`config.mk`:
```
export PLATFORM = sky130hd
export DESIGN_NAME = dwat_top
export DESIGN_NICKNAME = d
export VERILOG_FILES = /design/src/rtl/dwat_pkg.sv /design/src/rtl/dwat_mapregs.sv /design/src/rtl/dwat_xlate.sv /design/src/rtl/dwat_top.sv
export SDC_FILE = /design/constraint.sdc
export NUM_CORES = 1
export LEC_CHECK = 0
export ABC_AREA = 0
export CAP_MARGIN = 25
export CORE_AREA = 2 2 96 136
export CTS_CLUSTER_DIAMETER = 30
export DETAILED_ROUTE_END_ITERATION = 12
export DIE_AREA = 0 0 98 138
export PLACE_DENSITY = 0.58
export SYNTH_ARGS = -nofsm -noshare
export SYNTH_HDL_FRONTEND = slang
export SYNTH_SLANG_ARGS = --single-unit
```
`constraint.sdc`:
```
create_clock -name clk -period 4 [get_ports clk]
set_input_delay 0.4 -clock clk [delete_from_list [all_inputs] [get_ports clk]]
set_output_delay 0.4 -clock clk [all_outputs]
set_load 0.05 [all_outputs]
```
`src/rtl/dwat_pkg.sv`:
```
package dwat_pkg;
  typedef enum logic [1:0] {
    SPC_UNIFIED = 2'd0,
    SPC_INSN    = 2'd1,
    SPC_DATA    = 2'd2,
    SPC_NONE    = 2'd3
  } dwat_space_e;

  // map register field positions
  localparam int MAP_IO_BIT = 15;
  localparam int MAP_SP_HI  = 13;
  localparam int MAP_SP_LO  = 12;
  localparam int DATA_SEG_SHIFT = 16;
  localparam int IO_PAGE_SHIFT  = 16;
  localparam logic [15:0] IO_BASE = 16'hC000;
endpackage

```
`src/rtl/dwat_mapregs.sv`:
```
module dwat_mapregs #(
  parameter int NUM_WIN = 4,
  parameter int REG_W   = 16,
  parameter int ADDR_W  = 16,
  parameter logic [15:0] MAP_BASE    = 16'hFF08,
  parameter logic [15:0] SHADOW_ADDR = 16'hFF04,
  parameter int          SHADOW_IDX  = 2,
  parameter logic [15:0] RST_MAIN    = 16'h2000,
  parameter logic [15:0] RST_LAST    = 16'h0000
) (
  input  logic                            clk,
  input  logic                            rst,
  input  logic                            wr_en,
  input  logic [ADDR_W-1:0]               wr_addr,
  input  logic [REG_W-1:0]                wr_data,
  output logic [NUM_WIN-1:0][REG_W-1:0]   maps
);
  logic [NUM_WIN-1:0] hit;

  generate
    for (genvar n = 0; n < NUM_WIN; n++) begin : g_reg
      localparam logic [ADDR_W-1:0] MY_ADDR = ADDR_W'(int'(MAP_BASE) + 2 * n);
      localparam logic [REG_W-1:0]  MY_RST  = (n == NUM_WIN - 1) ? REG_W'(RST_LAST)
                                                                : REG_W'(RST_MAIN);
      logic [REG_W-1:0] q;
      if (n == SHADOW_IDX) begin : g_alias
        assign hit[n] = wr_en && ((wr_addr == MY_ADDR) ||
                                  (wr_addr == ADDR_W'(SHADOW_ADDR)));
      end else begin : g_plain
        assign hit[n] = wr_en && (wr_addr == MY_ADDR);
      end
      always_ff @(posedge clk) begin
        if (rst)         q <= MY_RST;
        else if (hit[n]) q <= wr_data;
      end
      assign maps[n] = q;
    end
  endgenerate

  // at most one register takes a write
  a_r10_one_target: assert property (@(posedge clk) disable iff (rst)
    $onehot0(hit));

  // the alias address lands in the shadowed register
  a_r10_shadow_alias: assert property (@(posedge clk) disable iff (rst)
    (wr_en && wr_addr == ADDR_W'(SHADOW_ADDR)) |=> maps[SHADOW_IDX] == $past(wr_data));

  // undecoded writes leave every register alone
  a_r10_ignored: assert property (@(posedge clk) disable iff (rst)
    (wr_en && hit == '0) |=> $stable(maps));
endmodule

```
`src/rtl/dwat_xlate.sv`:
```
module dwat_xlate
  import dwat_pkg::*;
#(
  parameter int NUM_WIN = 4,
  parameter int ADDR_W  = 16,
  parameter int REG_W   = 16,
  parameter int SEG_W   = 10,
  parameter int PHYS_W  = 26,
  parameter int CNT_W   = 16,
  parameter bit WRAP    = 1'b0
) (
  input  logic [NUM_WIN-1:0][REG_W-1:0] maps,
  input  logic [ADDR_W:0]               lk_offset,
  input  logic [CNT_W-1:0]              lk_count,
  output logic [PHYS_W-1:0]             lk_paddr,
  output logic [1:0]                    lk_space,
  output logic [CNT_W-1:0]              lk_len,
  output logic                          lk_err
);
  localparam int IDX_W     = $clog2(NUM_WIN);
  localparam int WIN_W     = ADDR_W - IDX_W;
  localparam int WIN_BYTES = 1 << WIN_W;

  logic              out_rng;
  logic [ADDR_W-1:0] la;
  logic [IDX_W-1:0]  win_idx;
  logic [WIN_W-1:0]  woff;
  logic [REG_W-1:0]  map_w;

  generate
    if (WRAP) begin : g_wrap
      assign out_rng = 1'b0;
    end else begin : g_strict
      assign out_rng = lk_offset[ADDR_W];
    end
  endgenerate

  assign la      = lk_offset[ADDR_W-1:0];
  assign win_idx = la[ADDR_W-1:WIN_W];
  assign woff    = la[WIN_W-1:0];
  assign map_w   = maps[win_idx];

  function automatic logic [CNT_W-1:0] clip_len(input logic [WIN_W-1:0] o,
                                                input logic [CNT_W-1:0] c);
    logic [CNT_W:0] room;
    room = (CNT_W+1)'(WIN_BYTES) - (CNT_W+1)'(o);
    if ({1'b0, c} > room) return room[CNT_W-1:0];
    return c;
  endfunction

  function automatic logic [3:0] io_page(input logic [REG_W-1:0] m,
                                         input logic [WIN_W-1:0] o);
    logic [1:0] sub;
    logic [REG_W-1:0] sh;
    sub = o[13:12];
    sh  = m >> (4 * (3 - int'(sub)));
    return sh[3:0];
  endfunction

  function automatic logic [PHYS_W-1:0] seg_addr(input logic [REG_W-1:0] m,
                                                 input logic [WIN_W-1:0] o);
    return (PHYS_W'(m[SEG_W-1:0]) << WIN_W) + PHYS_W'(o);
  endfunction

  function automatic logic [PHYS_W-1:0] data_addr(input logic [REG_W-1:0] m,
                                                  input logic [ADDR_W-1:0] a);
    return (PHYS_W'(m[SEG_W-1:0]) << DATA_SEG_SHIFT) + PHYS_W'(a);
  endfunction

  always_comb begin
    lk_paddr = '0;
    lk_space = SPC_NONE;
    lk_len   = '0;
    lk_err   = 1'b1;
    if (!out_rng) begin
      if (map_w[MAP_IO_BIT]) begin
        lk_paddr = (PHYS_W'(io_page(map_w, woff)) << IO_PAGE_SHIFT)
                 + PHYS_W'(IO_BASE) + PHYS_W'(woff);
        lk_space = SPC_DATA;
        lk_len   = clip_len(woff, lk_count);
        lk_err   = 1'b0;
      end else begin
        unique case (map_w[MAP_SP_HI:MAP_SP_LO])
          2'b00: begin
            lk_paddr = seg_addr(map_w, woff);
            lk_space = SPC_UNIFIED;
            lk_len   = clip_len(woff, lk_count);
            lk_err   = 1'b0;
          end
          2'b01: begin
            lk_paddr = seg_addr(map_w, woff);
            lk_space = SPC_INSN;
            lk_len   = clip_len(woff, lk_count);
            lk_err   = 1'b0;
          end
          2'b10: begin
            lk_paddr = data_addr(map_w, la);
            lk_space = SPC_DATA;
            lk_len   = clip_len(woff, lk_count);
            lk_err   = 1'b0;
          end
          default: begin
            lk_err = 1'b1;
          end
        endcase
      end
    end
  end
endmodule

```
`src/rtl/dwat_top.sv`:
```
module dwat_top #(
  parameter int NUM_WIN = 4,
  parameter int ADDR_W  = 16,
  parameter int REG_W   = 16,
  parameter int SEG_W   = 10,
  parameter int PHYS_W  = 26,
  parameter int CNT_W   = 16,
  parameter bit WRAP    = 1'b0
) (
  input  logic              clk,
  input  logic              rst,
  input  logic              wr_en,
  input  logic [ADDR_W-1:0] wr_addr,
  input  logic [REG_W-1:0]  wr_data,
  input  logic [ADDR_W:0]   lk_offset,
  input  logic [CNT_W-1:0]  lk_count,
  output logic [PHYS_W-1:0] lk_paddr,
  output logic [1:0]        lk_space,
  output logic [CNT_W-1:0]  lk_len,
  output logic              lk_err
);
  localparam int IDX_W     = $clog2(NUM_WIN);
  localparam int WIN_W     = ADDR_W - IDX_W;
  localparam int WIN_BYTES = 1 << WIN_W;

  logic [NUM_WIN-1:0][REG_W-1:0] maps;
  logic [IDX_W-1:0]              win_sel;
  logic                          sel_io;

  dwat_mapregs #(
    .NUM_WIN(NUM_WIN), .REG_W(REG_W), .ADDR_W(ADDR_W)
  ) u_regs (
    .clk(clk), .rst(rst), .wr_en(wr_en), .wr_addr(wr_addr),
    .wr_data(wr_data), .maps(maps)
  );

  dwat_xlate #(
    .NUM_WIN(NUM_WIN), .ADDR_W(ADDR_W), .REG_W(REG_W), .SEG_W(SEG_W),
    .PHYS_W(PHYS_W), .CNT_W(CNT_W), .WRAP(WRAP)
  ) u_xlate (
    .maps(maps), .lk_offset(lk_offset), .lk_count(lk_count),
    .lk_paddr(lk_paddr), .lk_space(lk_space), .lk_len(lk_len), .lk_err(lk_err)
  );

  assign win_sel = lk_offset[ADDR_W-1:WIN_W];
  assign sel_io  = maps[win_sel][dwat_pkg::MAP_IO_BIT];

  // failed lookups carry nothing
  a_r8_err_empty: assert property (@(posedge clk) disable iff (rst)
    lk_err |-> (lk_len == '0 && lk_space == 2'd3 && lk_paddr == '0));

  // never longer than requested
  a_r4_len_bounded: assert property (@(posedge clk) disable iff (rst)
    !lk_err |-> lk_len <= lk_count);

  // transfer stays inside its window
  a_r4_within_window: assert property (@(posedge clk) disable iff (rst)
    !lk_err |-> (32'(lk_offset[WIN_W-1:0]) + 32'(lk_len)) <= WIN_BYTES);

  // I/O windows land above the fixed base in data space
  a_r9_io_base: assert property (@(posedge clk) disable iff (rst)
    (!lk_err && sel_io) |-> (lk_paddr[15:14] == 2'b11 && lk_space == 2'd2));
endmodule

```
* After elaboration in Yosys (flattened, before gate mapping)
Cells that the tools add are included.
** Storage, ports and cells
- Flip-flop bits (word level) :: 64
- Input bits :: 68
- Output and inout bits :: 45
- Word-level logic and storage cells :: 59
** Operators by class
- Add/sub/neg operators :: 6
- $lt $le $gt $ge :: 2
- Equality and inequality tests :: 7
- Shifts and indexed selects :: 1
- Multiplexer cells :: 31
- Reduce and logical (&&, ||, !) cells :: 8
** Operator list (count)
- 16-bit two-way mux :: 8
- 16-bit == test, second input constant :: 5
- 26-bit two-way mux :: 2
- 26-bit one-hot mux with 2 select lines :: 1
- 16-bit one-hot mux with 3 select lines :: 1
- 16-bit binary-select mux with 2-bit select :: 1
- 16-bit by 32-bit right shift with 4-bit output :: 1
- 26-bit by 14-bit adder with 26-bit output :: 1
- 26-bit by 16-bit adder with 26-bit output :: 1
- 24-bit by 14-bit adder with 25-bit output :: 1
- 20-bit by 16-bit adder with 21-bit output, second input constant :: 1
- 16-bit by 17-bit > comparator with 1-bit output :: 1
- 15-bit by 14-bit subtractor with 16-bit output, first input constant :: 1
- 1-bit two-way mux :: 15
- 2-bit one-hot mux with 3 select lines :: 1
- 1-bit logical AND :: 4
- 2-bit two-way mux :: 2
- 2-bit by 3-bit less-than comparator with 1-bit output, second input constant :: 1
- 3-bit OR reduction :: 1
- 2-bit by 2-bit subtractor with 3-bit output, first input constant :: 1
- 2-bit by 1-bit == test with 1-bit output, second input constant :: 1
- 2-bit == test, second input constant :: 1
- 2-bit zero test :: 1
- 2-bit OR reduction :: 1
- 1-bit logical OR :: 1

* Logic depth before layout (Yosys ltp)
Gate-level depths: netlist (run 1).
- Depth after elaboration :: 10
- Depth in mapped cells :: 13
- Gate-level depth less buffers :: 12

* Modules after synthesis
From an unflattened synthesis (run 1), not the netlist that was laid out.
** Unflattened totals
- Cell total of the unflattened synthesis :: 464
- Area total of the unflattened synthesis :: 4395.5 um^2
** Modules (own cells, without submodules)
- dwat_mapregs :: instances 1, cells an instance 253, area each 2576.2 um^2, seq. area each 1281.2 um^2
- dwat_xlate :: instances 1, cells an instance 211, area each 1819.2 um^2, seq. area each 0.0 um^2

* Worst setup path before layout (run 1)
Ideal clock, no wire load.
- Path kind :: in2out
- From :: in lk_offset[8]
- To :: out lk_len[14]
- Arrival time :: 4.121 ns
- Data required time :: 3.600 ns
- Setup slack :: -0.521 ns
- Cell stages on the path :: 12
- Buffers on the path :: 1
- Cells stage by stage :: or4_4 > or3_4 > nor4b_4 > xor2_2 > ha_1 > nand3b_1 > or2_1 > a21oi_1 > or4b_1 > nand2_1 > clkbuf_1 > mux2i_1
** On the way
- Longest elaborated chain between the ends :: 10
- Elaborated cells on any way between the ends :: 22
- Classes of those cells :: add/sub: 1; order compare: 1; mux: 20
** RTL lines
- from (decl) :: RTL line dwat_top.sv:15 : input logic [ADDR_W:0] lk_offset,
- 15-bit by 14-bit subtractor with 16-bit output * :: RTL line dwat_xlate.sv:46 : room = (CNT_W+1)'(WIN_BYTES) - (CNT_W+1)'(o);
- 16-bit by 17-bit > comparator with 1-bit output :: RTL line dwat_xlate.sv:47 : if ({1'b0, c} > room) return room[CNT_W-1:0];
- 1-bit two-way mux :: RTL line dwat_xlate.sv:47
- 1-bit two-way mux :: RTL line dwat_xlate.sv:83 : unique case (map_w[MAP_SP_HI:MAP_SP_LO])
- 1-bit two-way mux :: RTL line dwat_xlate.sv:76 : if (map_w[MAP_IO_BIT]) begin
- 1-bit two-way mux :: RTL line dwat_xlate.sv:75 : if (!out_rng) begin
- 16-bit two-way mux :: RTL line dwat_xlate.sv:48 : return c;
- 16-bit one-hot mux with 3 select lines :: RTL line dwat_xlate.sv:83
- 16-bit two-way mux * :: RTL line dwat_xlate.sv:76
- 16-bit two-way mux * :: RTL line dwat_xlate.sv:75
- to (decl) :: RTL line dwat_top.sv:19 : output logic [CNT_W-1:0] lk_len,
Mark *: on every way between the ends. The rest lies on a longest branch, timed or not. The select of a mux whose other input is x is not followed.

* Worst setup path after layout (run 1)
- From :: in lk_offset[5]
- To :: out lk_len[14]
The elaborated chain is that of the path after synthesis.

==> results of run 1 <==
## report_power, final
part           switching [µW]  internal, µW  total [µW]
Sequential            0.00317           638         638
Combinational             249           251         501
Clock                     278           606         883
Total                     527          1490        2020
## cells by family after synthesis
group | share of synthesized area [%]
adders and majority gates | 5.01
AOI/OAI and AO/OA | 15.8
xor gates and xnor gates | 2.38
buffers and inverters | 4.86
and+or+nand+nor | 28.4
muxes | 11.4
other | 0.0939
DFF | 32.1
## repair_timing
item / CTS / global route
setup buffers: 7 / 5
gates resized for setup: 51 / 36
pin swaps: 28 / 16
endpoints found under the setup margin: 15 / 15
cloned: 1 / 1
## path summary, 6_finish.rpt
| check | start | endpoint | cells past startpoint |
|---|---|---|---|
| worst max-delay path | lk_offset[5] | lk_len[14] | 14 |
| worst min-delay path | rst | u_regs.g_reg[0].q[10] | 2 |
| worst max register to register | u_regs.g_reg[0].q[6] | u_regs.g_reg[0].q[6] | 2 |
| worst min register to register | u_regs.g_reg[1].q[12] | u_regs.g_reg[1].q[12] | 2 |
## layout make-up
type / instances / area (µm²) / area share (%)
inverters: 6 / 22.5 / 0.328
flip-flops and latches: 64 / 1280 / 18.7
multi-input cells: 388 / 2960 / 43.2
repair buffers: 173 / 2060 / 30.1
clock inverters: 6 / 108 / 1.57
clock buffers: 10 / 229 / 3.34
well taps: 153 / 191 / 2.79
## through the flow
step | TNS [ns] | cells | hold slack [ns]
after global placement | -6.39 | 768 | 0.435
after detailed placement | -7.26 | 769 | 0.441
after CTS | -2.32 | 793 | 0.449
after floorplan | -0.0139 | 492 | 0.429
after global routing | -3.51 | 800 | 0.396
final | -1.64 | 800 | 0.387
## layout by cell type, fill, tap and decap left out, types with 4 or more instances in the layout
cell,synthesis,layout
sky130_fd_sc_hd__inv_1,5,4
sky130_fd_sc_hd__clkbuf_16,0,10
sky130_fd_sc_hd__buf_4,5,55
sky130_fd_sc_hd__buf_12,0,45
sky130_fd_sc_hd__mux4_2,17,17
sky130_fd_sc_hd__nor3_2,2,4
sky130_fd_sc_hd__nor3_1,9,5
sky130_fd_sc_hd__mux2i_1,6,5
sky130_fd_sc_hd__nand4_1,6,6
sky130_fd_sc_hd__clkdlybuf4s50_1,0,58
sky130_fd_sc_hd__a31o_4,0,6
sky130_fd_sc_hd__a21oi_1,70,65
sky130_fd_sc_hd__nand2_1,142,141
sky130_fd_sc_hd__a221oi_1,5,5
sky130_fd_sc_hd__nor2_1,9,7
sky130_fd_sc_hd__nand3b_1,5,5
sky130_fd_sc_hd__xor2_1,9,6
sky130_fd_sc_hd__ha_1,16,14
sky130_fd_sc_hd__nor4_4,1,15
sky130_fd_sc_hd__xor2_2,1,4
sky130_fd_sc_hd__a22o_1,4,4
sky130_fd_sc_hd__nor2b_1,4,4
sky130_fd_sc_hd__a31o_2,4,6
sky130_fd_sc_hd__buf_2,8,4
sky130_fd_sc_hd__dfxtp_1,64,64
sky130_fd_sc_hd__and2_1,15,16
sky130_fd_sc_hd__buf_6,2,4
## metal layers
metal | wire (µm) | part of all wire (%) | global-route usage (%)
met3 | 905 | 6.3 | 2.78
met1 | 5610 | 39 | 24.8
met5 | 0 | 0 | 0
met2 | 7420 | 52 | 36.5
met4 | 444 | 3.1 | 9.06
==> flow_metrics.py, run 1 <==
metrics = {
    "final_layout": {
        "fin_nets": 726,
        "largest_register_ff_count": 64,
        "drive_gt1_share_pct": 32.5,
        "count_of_antenna_diodes_in_the_layout": 0,
        "fillCellCount": 1071,
        "core_utilization_of_the_finished_layout_pct": 55.1,
        "layout.cell_area.non_filler_um2": 6860,
        "areaGrowthSynthToFinish_pct": 71.8,
        "top_regs": "u_regs.g.q: 64 flops",
        "largest_register": "u_regs.g.q",
    },
    "pwr": {
        "max-vdd-ir-drop_mv": 0.325,
        "fin_total_pwr_uw": 2020,
        "power-per-cell-area_nw_per_um2": 295,
        "leakage_uw": 0.00256,
    },
    "drt": {
        "routed-via-count": 4336,
        "detailedRoute.firstPassIterationCount": 5,
        "detail_route.wirelength_mm": 14.4,
        "drt_first_iter_violations": 170,
        "detail_route.vias_per_cell": 5.42,
        "route.detailed.drc": 0,
        "drtAntennaViolNets": 0,
        "routed_wire_length_per_instance_um": 18.0,
    },
    "die": {
        "core_outline_area_um2": 12400,
        "design.portCount": 113,
        "die_height_um": 138,
        "floorplan.die_area_um2": 13500,
        "die-width_um": 98,
        "floorplan.initialDensity_pct": 32.1,
        "placementRows": 49,
    },
    "clock_tree": {
        "cts-root-buf": "sky130_fd_sc_hd__clkbuf_16",
        "htree_levels": 3,
        "clock_sink_count": 64,
        "numCtsBuffers": 9,
        "tritoncts": "yes",
        "clock_tree.buffer_depth": 2,
        "cts_hold_repair.buffers": 0,
        "clkLatencyLatePin_ns": 0.33,
        "cts.reportedPaths.clkPinSlew_ns": 0.06,
    },
    "critical_path": {
        "end_kind": "output port",
        "crit_path_cells": "buf_6 -> or4_4 -> or3_4 -> nor4b_4 -> xor2_2 -> ha_1 -> nand3b_1 -> or2_4 -> a21oi_2 -> or4b_4 -> nand2_4 -> buf_12 -> mux2i_4 -> buf_12",
        "critPathBufInv": 3,
        "cp_common_cell": "sky130_fd_sc_hd__buf_12",
        "cp_data_required_time_ns": 3.60,
        "timing.setup.critical_path_class": "input pin to output port",
        "r2r_setup_slack_ns": 3.38,
        "critPathMaxStageDelay_ns": 0.56,
        "timing.critical_path.slowest_stage_cell": "sky130_fd_sc_hd__or4b_4",
        "cpLargestDelayFamily": "simple AND/OR/NAND/NOR gates",
        "timing.critical_path.from_type": "input pin",
        "critPathArrivalTime_ns": 3.75,
        "path_max_fanout": 7,
    },
    "run": {
        "timing.max_cap.violations": 0,
    },
    "placement": {
        "gp_routability_congestion": 0.902,
        "dpl_cell_area_um2": 5930,
        "buffers_on_ports": 111,
        "place_hpwl_mm": 10.1,
        "dpl_worst_slack_ns": -0.531,
    },
    "timing": {
        "min_period_over_period_pct": 104,
        "worst_slack_ns": -0.150,
        "period_minus_slack_ns": 4.15,
        "final-max-slew-violation-count": 0,
        "final_count_of_hold_timing_violations": 0,
        "clock.fmax_mhz": 241,
        "finalClockSkew_ns": 0,
        "setup_viol": 15,
        "rsz0062_at_grt": "yes",
        "slew-limit-headroom_pct": 40.9,
        "max_slew.worst_pin.slew_ns": 0.885,
    },
    "global_route": {
        "number_of_global_route_vias_before_repair": 4338,
        "grt_remaining_overflow": 0,
        "grt_antenna_before_repair": 0,
        "groute.usage.overall_pct": 20.7,
        "grt_start_max_net_pins": 65,
        "grt_pass1_wl_mm": 22.4,
    },
    "synth": {
        "synth.top_cell.area_share_pct": 32.1,
        "syn-mean-instance-area_um2": 8.11,
        "commonest_cells_in_the_synthesized_netlist": "sky130_fd_sc_hd__nand2_1 (142), sky130_fd_sc_hd__a21oi_1 (70), sky130_fd_sc_hd__dfxtp_1 (64), sky130_fd_sc_hd__clkbuf_1 (17), sky130_fd_sc_hd__mux4_2 (17)",
        "synth.most_common_cell": "sky130_fd_sc_hd__nand2_1",
        "synth.area.top_cells": "sky130_fd_sc_hd__dfxtp_1 (32%), sky130_fd_sc_hd__nand2_1 (13%), sky130_fd_sc_hd__mux4_2 (9.6%), sky130_fd_sc_hd__a21oi_1 (8.8%), sky130_fd_sc_hd__ha_1 (5.0%)",
        "synth.ff_latch_count": 64,
        "netlist_area_um2": 3990,
        "yosys_warnings": 0,
        "synth.lib_cells_used.distinct": 53,
        "synthesis.instances": 492,
        "synth_sequential_area_ratio_pct": 32.1,
        "synth_enable_flop_cells": 0,
        "synth-main-ff-cell": "sky130_fd_sc_hd__dfxtp_1",
        "synth_fp_nets": 576,
        "synth_top_area_cell": "sky130_fd_sc_hd__dfxtp_1",
        "synth-async-reset-ratio_pct": 0,
    },
    "min_path": {
        "hold_path.class": "input pin to register",
    },
    "outcome": {
        "violations": "setup timing",
        "run_status": "complete, but fails checks",
    },
}
Note: power is estimated with default switching activity, not from simulation.
==> run 2: changes to the inputs <==
- GPL_ROUTABILITY_DRIVEN: unset -> 0
==> results of run 2 <==
No change in the layout: final DEF, timing and power equal those of run 1.
